$ cat config.mk
export PLATFORM = sky130hd
export DESIGN_NAME = serial_loop_router
export DESIGN_NICKNAME = d
export VERILOG_FILES = /design/src/rtl/slr_pkg.sv /design/src/rtl/slr_clk_sel.sv /design/src/rtl/slr_char_path.sv /design/src/rtl/slr_pin_mux.sv /design/src/rtl/serial_loop_router.sv
export SDC_FILE = /design/constraint.sdc
export NUM_CORES = 1
export LEC_CHECK = 0
export BUFFER_PORTS_ARGS = -buffer_cell sky130_fd_sc_hd__buf_2
export CORE_MARGIN = 2
export CORE_UTILIZATION = 29
export DETAILED_ROUTE_END_ITERATION = 12
export GPL_TIMING_DRIVEN = 0
export PLACE_DENSITY = 0.87
export SLEW_MARGIN = 20
export SYNTH_ARGS = -nofsm -noshare
export SYNTH_HDL_FRONTEND = slang
export SYNTH_SLANG_ARGS = --single-unit
$ cat constraint.sdc
create_clock -name clk -period 1.67 [get_ports clk]
set_input_delay 0.4175 -clock clk [delete_from_list [all_inputs] [get_ports clk]]
set_output_delay 0.4175 -clock clk [all_outputs]
set_load 0.01 [all_outputs]
$ cat src/rtl/slr_pkg.sv
package slr_pkg;
  typedef enum logic [1:0] {
    SM_NORMAL = 2'd0,
    SM_ECHO   = 2'd1,
    SM_LLOOP  = 2'd2,
    SM_RLOOP  = 2'd3
  } submode_e;

  typedef struct packed {
    logic echo;
    logic lloop;
    logic rloop;
  } route_t;

  function automatic route_t decode_route(logic [1:0] sm, logic sync);
    route_t r;
    r.echo  = (submode_e'(sm) == SM_ECHO) && !sync;
    r.lloop = (submode_e'(sm) == SM_LLOOP);
    r.rloop = (submode_e'(sm) == SM_RLOOP);
    return r;
  endfunction
endpackage

$ cat src/rtl/slr_clk_sel.sv
module slr_clk_sel #(
  parameter int N = 2
) (
  input  logic         clk,
  input  logic         rst_n,
  input  logic [N-1:0] idle,
  input  logic [N-1:0] want,
  output logic [N-1:0] sel
);
  for (genvar g = 0; g < N; g++) begin : g_sel
    always_ff @(posedge clk or negedge rst_n) begin
      if (!rst_n)      sel[g] <= 1'b0;
      else if (idle[g]) sel[g] <= want[g];
    end
  end
endmodule

$ cat src/rtl/slr_char_path.sv
module slr_char_path
  import slr_pkg::*;
#(
  parameter int DW = 8
) (
  input  logic          clk,
  input  logic          rst_n,
  input  route_t        rt,
  input  logic          rx_start,
  input  logic          rxc_valid,
  input  logic          rxc_break,
  input  logic [DW-1:0] rxc_data,
  output logic          rxc_ready,
  output logic          cpu_rx_valid,
  output logic [DW-1:0] cpu_rx_data,
  input  logic          cpu_rx_ready,
  input  logic          cpu_tx_valid,
  input  logic [DW-1:0] cpu_tx_data,
  output logic          cpu_tx_ready,
  output logic          thr_valid,
  output logic [DW-1:0] thr_data,
  input  logic          thr_ready,
  output logic          brk_pending
);
  logic back;
  logic fwd;

  assign back = rt.echo | rt.rloop;
  assign fwd  = !(rt.echo && rxc_break && brk_pending);

  always_comb begin
    cpu_rx_data  = rxc_data;
    thr_data     = back ? rxc_data : cpu_tx_data;
    cpu_tx_ready = back ? 1'b0 : thr_ready;
    if (rt.rloop) begin
      cpu_rx_valid = 1'b0;
      thr_valid    = rxc_valid;
      rxc_ready    = thr_ready;
    end else if (rt.echo) begin
      cpu_rx_valid = rxc_valid & (thr_ready | !fwd);
      thr_valid    = rxc_valid & cpu_rx_ready & fwd;
      rxc_ready    = cpu_rx_ready & (thr_ready | !fwd);
    end else begin
      cpu_rx_valid = rxc_valid;
      thr_valid    = cpu_tx_valid;
      rxc_ready    = cpu_rx_ready;
    end
  end

  always_ff @(posedge clk or negedge rst_n) begin
    if (!rst_n)
      brk_pending <= 1'b0;
    else if (!rt.echo || rx_start)
      brk_pending <= 1'b0;
    else if (rxc_valid && rxc_ready && rxc_break)
      brk_pending <= 1'b1;
  end
endmodule

$ cat src/rtl/slr_pin_mux.sv
module slr_pin_mux
  import slr_pkg::*;
(
  input  route_t rt,
  input  logic   brk_hold,
  input  logic   tx_bit,
  input  logic   rxd_pin,
  input  logic   dtr_bit,
  input  logic   rts_bit,
  input  logic   cts_pin,
  input  logic   dcd_pin,
  input  logic   dsr_pin,
  input  logic   tx_en,
  input  logic   rx_en,
  output logic   txd_pin,
  output logic   rx_bit,
  output logic   dtr_pin,
  output logic   rts_pin,
  output logic   cts_int,
  output logic   dcd_int,
  output logic   dsr_int,
  output logic   tx_en_eff,
  output logic   rx_en_eff,
  output logic   txrdy_force,
  output logic   rxrdy_force,
  output logic   txemt_force,
  output logic   dschg_only
);
  always_comb begin
    txd_pin     = (rt.lloop | brk_hold) ? 1'b1 : tx_bit;
    rx_bit      = rt.lloop ? tx_bit  : rxd_pin;
    dtr_pin     = rt.lloop ? 1'b1    : dtr_bit;
    rts_pin     = rt.lloop ? 1'b1    : rts_bit;
    dcd_int     = rt.lloop ? dtr_bit : dcd_pin;
    cts_int     = rt.lloop ? rts_bit : cts_pin;
    dsr_int     = rt.lloop ? 1'b0    : dsr_pin;
    tx_en_eff   = (rt.echo | rt.rloop) ? 1'b1 : tx_en;
    rx_en_eff   = rt.lloop ? 1'b1 : rx_en;
    txrdy_force = rt.echo | rt.rloop;
    rxrdy_force = rt.rloop;
    txemt_force = rt.rloop;
    dschg_only  = rt.echo;
  end
endmodule

$ cat src/rtl/serial_loop_router.sv
module serial_loop_router
  import slr_pkg::*;
#(
  parameter int DW = 8
) (
  input  logic          clk,
  input  logic          rst_n,
  input  logic [1:0]    sub_mode,
  input  logic          sync_mode,
  input  logic          tx_en,
  input  logic          rx_en,
  input  logic          dtr_bit,
  input  logic          rts_bit,
  input  logic          tx_tick_in,
  input  logic          rx_tick_in,
  input  logic          tx_idle,
  input  logic          rx_idle,
  output logic          tx_tick,
  output logic          rx_tick,
  output logic          tx_clk_from_rx,
  output logic          rx_clk_from_tx,
  input  logic          tx_bit,
  input  logic          rxd_pin,
  output logic          txd_pin,
  output logic          rx_bit,
  output logic          dtr_pin,
  output logic          rts_pin,
  input  logic          cts_pin,
  input  logic          dcd_pin,
  input  logic          dsr_pin,
  output logic          cts_int,
  output logic          dcd_int,
  output logic          dsr_int,
  input  logic          rx_start,
  input  logic          rxc_valid,
  input  logic          rxc_break,
  input  logic [DW-1:0] rxc_data,
  output logic          rxc_ready,
  output logic          cpu_rx_valid,
  output logic [DW-1:0] cpu_rx_data,
  input  logic          cpu_rx_ready,
  input  logic          cpu_tx_valid,
  input  logic [DW-1:0] cpu_tx_data,
  output logic          cpu_tx_ready,
  output logic          thr_valid,
  output logic [DW-1:0] thr_data,
  input  logic          thr_ready,
  output logic          tx_en_eff,
  output logic          rx_en_eff,
  output logic          txrdy_force,
  output logic          rxrdy_force,
  output logic          txemt_force,
  output logic          dschg_only
);
  localparam int NSEL = 2;

  route_t          rt;
  logic [NSEL-1:0] sel;
  logic            brk_pending;

  assign rt = decode_route(sub_mode, sync_mode);

  // index 0: transmitter clock source, index 1: receiver clock source
  slr_clk_sel #(.N(NSEL)) u_sel (
    .clk   (clk),
    .rst_n (rst_n),
    .idle  ({rx_idle, tx_idle}),
    .want  ({rt.lloop, rt.echo | rt.rloop}),
    .sel   (sel)
  );

  assign tx_clk_from_rx = sel[0];
  assign rx_clk_from_tx = sel[1];
  assign tx_tick = sel[0] ? rx_tick_in : tx_tick_in;
  assign rx_tick = sel[1] ? tx_tick_in : rx_tick_in;

  slr_char_path #(.DW(DW)) u_chr (
    .clk          (clk),
    .rst_n        (rst_n),
    .rt           (rt),
    .rx_start     (rx_start),
    .rxc_valid    (rxc_valid),
    .rxc_break    (rxc_break),
    .rxc_data     (rxc_data),
    .rxc_ready    (rxc_ready),
    .cpu_rx_valid (cpu_rx_valid),
    .cpu_rx_data  (cpu_rx_data),
    .cpu_rx_ready (cpu_rx_ready),
    .cpu_tx_valid (cpu_tx_valid),
    .cpu_tx_data  (cpu_tx_data),
    .cpu_tx_ready (cpu_tx_ready),
    .thr_valid    (thr_valid),
    .thr_data     (thr_data),
    .thr_ready    (thr_ready),
    .brk_pending  (brk_pending)
  );

  slr_pin_mux u_pin (
    .rt          (rt),
    .brk_hold    (rt.echo & brk_pending & tx_idle),
    .tx_bit      (tx_bit),
    .rxd_pin     (rxd_pin),
    .dtr_bit     (dtr_bit),
    .rts_bit     (rts_bit),
    .cts_pin     (cts_pin),
    .dcd_pin     (dcd_pin),
    .dsr_pin     (dsr_pin),
    .tx_en       (tx_en),
    .rx_en       (rx_en),
    .txd_pin     (txd_pin),
    .rx_bit      (rx_bit),
    .dtr_pin     (dtr_pin),
    .rts_pin     (rts_pin),
    .cts_int     (cts_int),
    .dcd_int     (dcd_int),
    .dsr_int     (dsr_int),
    .tx_en_eff   (tx_en_eff),
    .rx_en_eff   (rx_en_eff),
    .txrdy_force (txrdy_force),
    .rxrdy_force (rxrdy_force),
    .txemt_force (txemt_force),
    .dschg_only  (dschg_only)
  );
endmodule

==> impl_metrics.toml <==
[pwr]
p_comb_share_pct = 60.5
p_switching_mw = 0.180
p_sw_share_pct = 33.4
vdd_drop_max_mv = 0.264
power_density_mw_per_mm2 = 458
p_leak_nw = 0.678
p_int_mw = 0.360
pwr-share-seq_pct = 15.2
pwr-share-clk_pct = 24.3

[timing]
max_freq_ghz = 0.584
worst_pin_slew_ns = 0.320
finalCritPeriodShare_pct = 102
setup_viol = 8
drv_slew = 0
fin_skew_ns = 0
finalSetupTns_ns = -0.199
period_minus_slack_ns = 1.71
slew_headroom_pct = 78.6
setup_slack_ns = -0.0416
hold_violations = 0
rsz0062_at_grt = "true"

[critical_path]
r2r_slack_ns = 0.70
crit_arrival_ns = 1.29
path_class = "in -> out"
endpoint_kind = "output port"
worstPathRequired_ns = 1.25
start_kind = "input pin"
crit_path_max_fanout = 7

[clock_network]
clock_latency_ns = 0.24
h-tree-depth = 1
cts_tree = "built"
numCtsBuffers = 3
cts.sinks = 3
cts.clk_slew.worst_paths_ns = 0.04
cts_root_buf = "clkbuf_4"
cts_buffer_depth = 2

[detailed_routing]
drt-initial-drc-count = 1
wl_per_cell_microns = 12.0
first_pass_iters = 4
drcViolationCount = 0
routed_wirelength_microns = 2110
antenna_left = 0
viasPerCell = 4.41
vias = 777

[global_route]
grt_max_degree = 10
grt_pass1_wl_microns = 2750
grtUsageTotal_pct = 17.4
antenna_found_initial = 0
first_global_vias = 735
grt.overflow.total = 0

[synthesis]
synthFlopType = "dfrtp_1"
yosysMostFrequentCell = "nand2_1"
syn_avg_cell_area_sq_um = 8.36
synthTopCellsByArea = "dfrtp_1 14%, mux2_4 14%, buf_4 13%"
netlist_area_sq_um = 527
async_flop_share_pct = 100
ys_seq_area_share_pct = 14.3
ys_ff_latch = 3
synth.distinct_cells = 20
synthTopCellsByCount = "11 x nand2_1, 9 x buf_4, 6 x mux2_2"
synth_top_area_share_pct = 14.3
synth_warnings = 0
synth_enable_flop_cells = 0
yosysTopAreaCell = "dfrtp_1"
syn-num-nets = 103
syn_inst = 63

[placement]
dpl_cell_area_sq_um = 938
gp_congestion = 0.691
io_buffers = 76
pre_cts_ws_ns = -0.245
dp_hpwl_microns = 1610

[layout]
fin_area_sq_mm = 0.00118
nNetsFinal = 192
antennaDiodeCount = 0
areaGrowthSynthToFinish_pct = 124
drive_gt1_share_pct = 76.8

[floorplanning]
die_w_microns = 46.6
start_util_pct = 30.5
rows = 15
dieHeight_microns = 46.6
coreArea_sq_mm = 0.00173
dieArea_sq_mm = 0.00217
io_pins = 77

[flow_run]
maxCapViolCount = 0

[worst_hold_path]
hold_path.class = "in -> reg"

[outcome]
violations = "setup timing"
status = "complete, but fails checks"
worst max-delay path, cell delays in order:
cell     delay, ns
buf_12        0.11
o21ai_4       0.17
buf_6         0.16
mux2_4        0.31
buf_6         0.12
cell usage in the layout (no fill, tap or decap), types with 2 or more instances in the layout:
cell      synthesis  layout
mux2_4            5       8
inv_1             4       2
nand2b_1          5       5
buf_6             1      14
clkbuf_4          0       3
nand2_1          11      11
mux2_2            6       3
buf_4             9      14
dfrtp_1           3       3
and2_1            4       3
buf_2             0      63
a21oi_1           3       2
nor2b_1           2       2
power by group through the flow:
stage	combinational, mW	sequential, mW	clock [mW]
after global routing	0.354	0.0828	0.145
after detailed placement	0.255	0.0831	0
after floorplan	0.128	0.0851	0
final	0.327	0.0822	0.131
after global placement	0.247	0.0828	0
after CTS	0.297	0.0821	0.138
repair_timing:
action | in CTS | in global routing
pin swaps | 1 | 2
gates resized for setup | 20 | 16
endpoints found under the setup margin | 10 | 15
buffers inserted | 4 | 3
hold endpoints to repair | 3 | 0
hold buffers | 1 | 0
worst paths after layout:
| check | startpoint | end | depth (start not counted) |
|---|---|---|---|
| max reg2reg | u_chr.brk_pending | u_chr.brk_pending | 3 |
| min | rx_start | u_chr.brk_pending | 2 |
| min reg2reg | u_sel.sel[1] | u_sel.sel[1] | 1 |
| max in group asynchronous | rst_n | u_sel.sel[0] | 2 |
| max | sub_mode[1] | thr_data[5] | 5 |
| min in group asynchronous | rst_n | u_chr.brk_pending | 2 |
sequential cells by signal, indices dropped and copies added (netlist names):
register	cells
u_sel.sel	2
u_chr.brk_pending	1
layer usage:
layer | GRT usage (%) | routed length [microns] | vias up | share of wire, %
li1 | - | - | 386 | -
met5 | 0 | 0 | - | 0
met1 | 14.7 | 700 | 350 | 33
met2 | 37.8 | 1270 | 41 | 60
met4 | 6.67 | 0 | 0 | 0
met3 | 3.14 | 147 | 0 | 7.0
metrics by stage:
stage	util [%]	std cells	total power, mW	hold WS (ns)
floorplan	-	63	0.213	0.122
global placement	54.3	164	0.330	0.215
detailed placement	54.3	164	0.338	0.216
CTS	62.8	173	0.518	0.363
global route	68.4	176	0.582	0.368
finish	68.4	176	0.540	0.369
final cells by class:
| cell class | instances | area (sq um) |
|---|---|---|
| plain buffers | 10 | 78.8 |
| clock buffers | 4 | 26.3 |
| fillers | 146 | 546 |
| inverters | 4 | 17.5 |
| multi-input cells | 46 | 408 |
| flip-flops and latches | 3 | 75.1 |
| well taps | 25 | 31.3 |
| repair buffers | 84 | 544 |
cell families (layout without fill, tap and decap cells):
kind of cell / count (synthesis) / after routing / share of synthesized area, %
compound gates: 10 / 10 / 13.8
buf+inv: 14 / 102 / 17.8
flops: 3 / 3 / 14.3
mux: 12 / 12 / 29.0
simple gates: 24 / 24 / 25.2
Power figures use the tool's default switching activity.
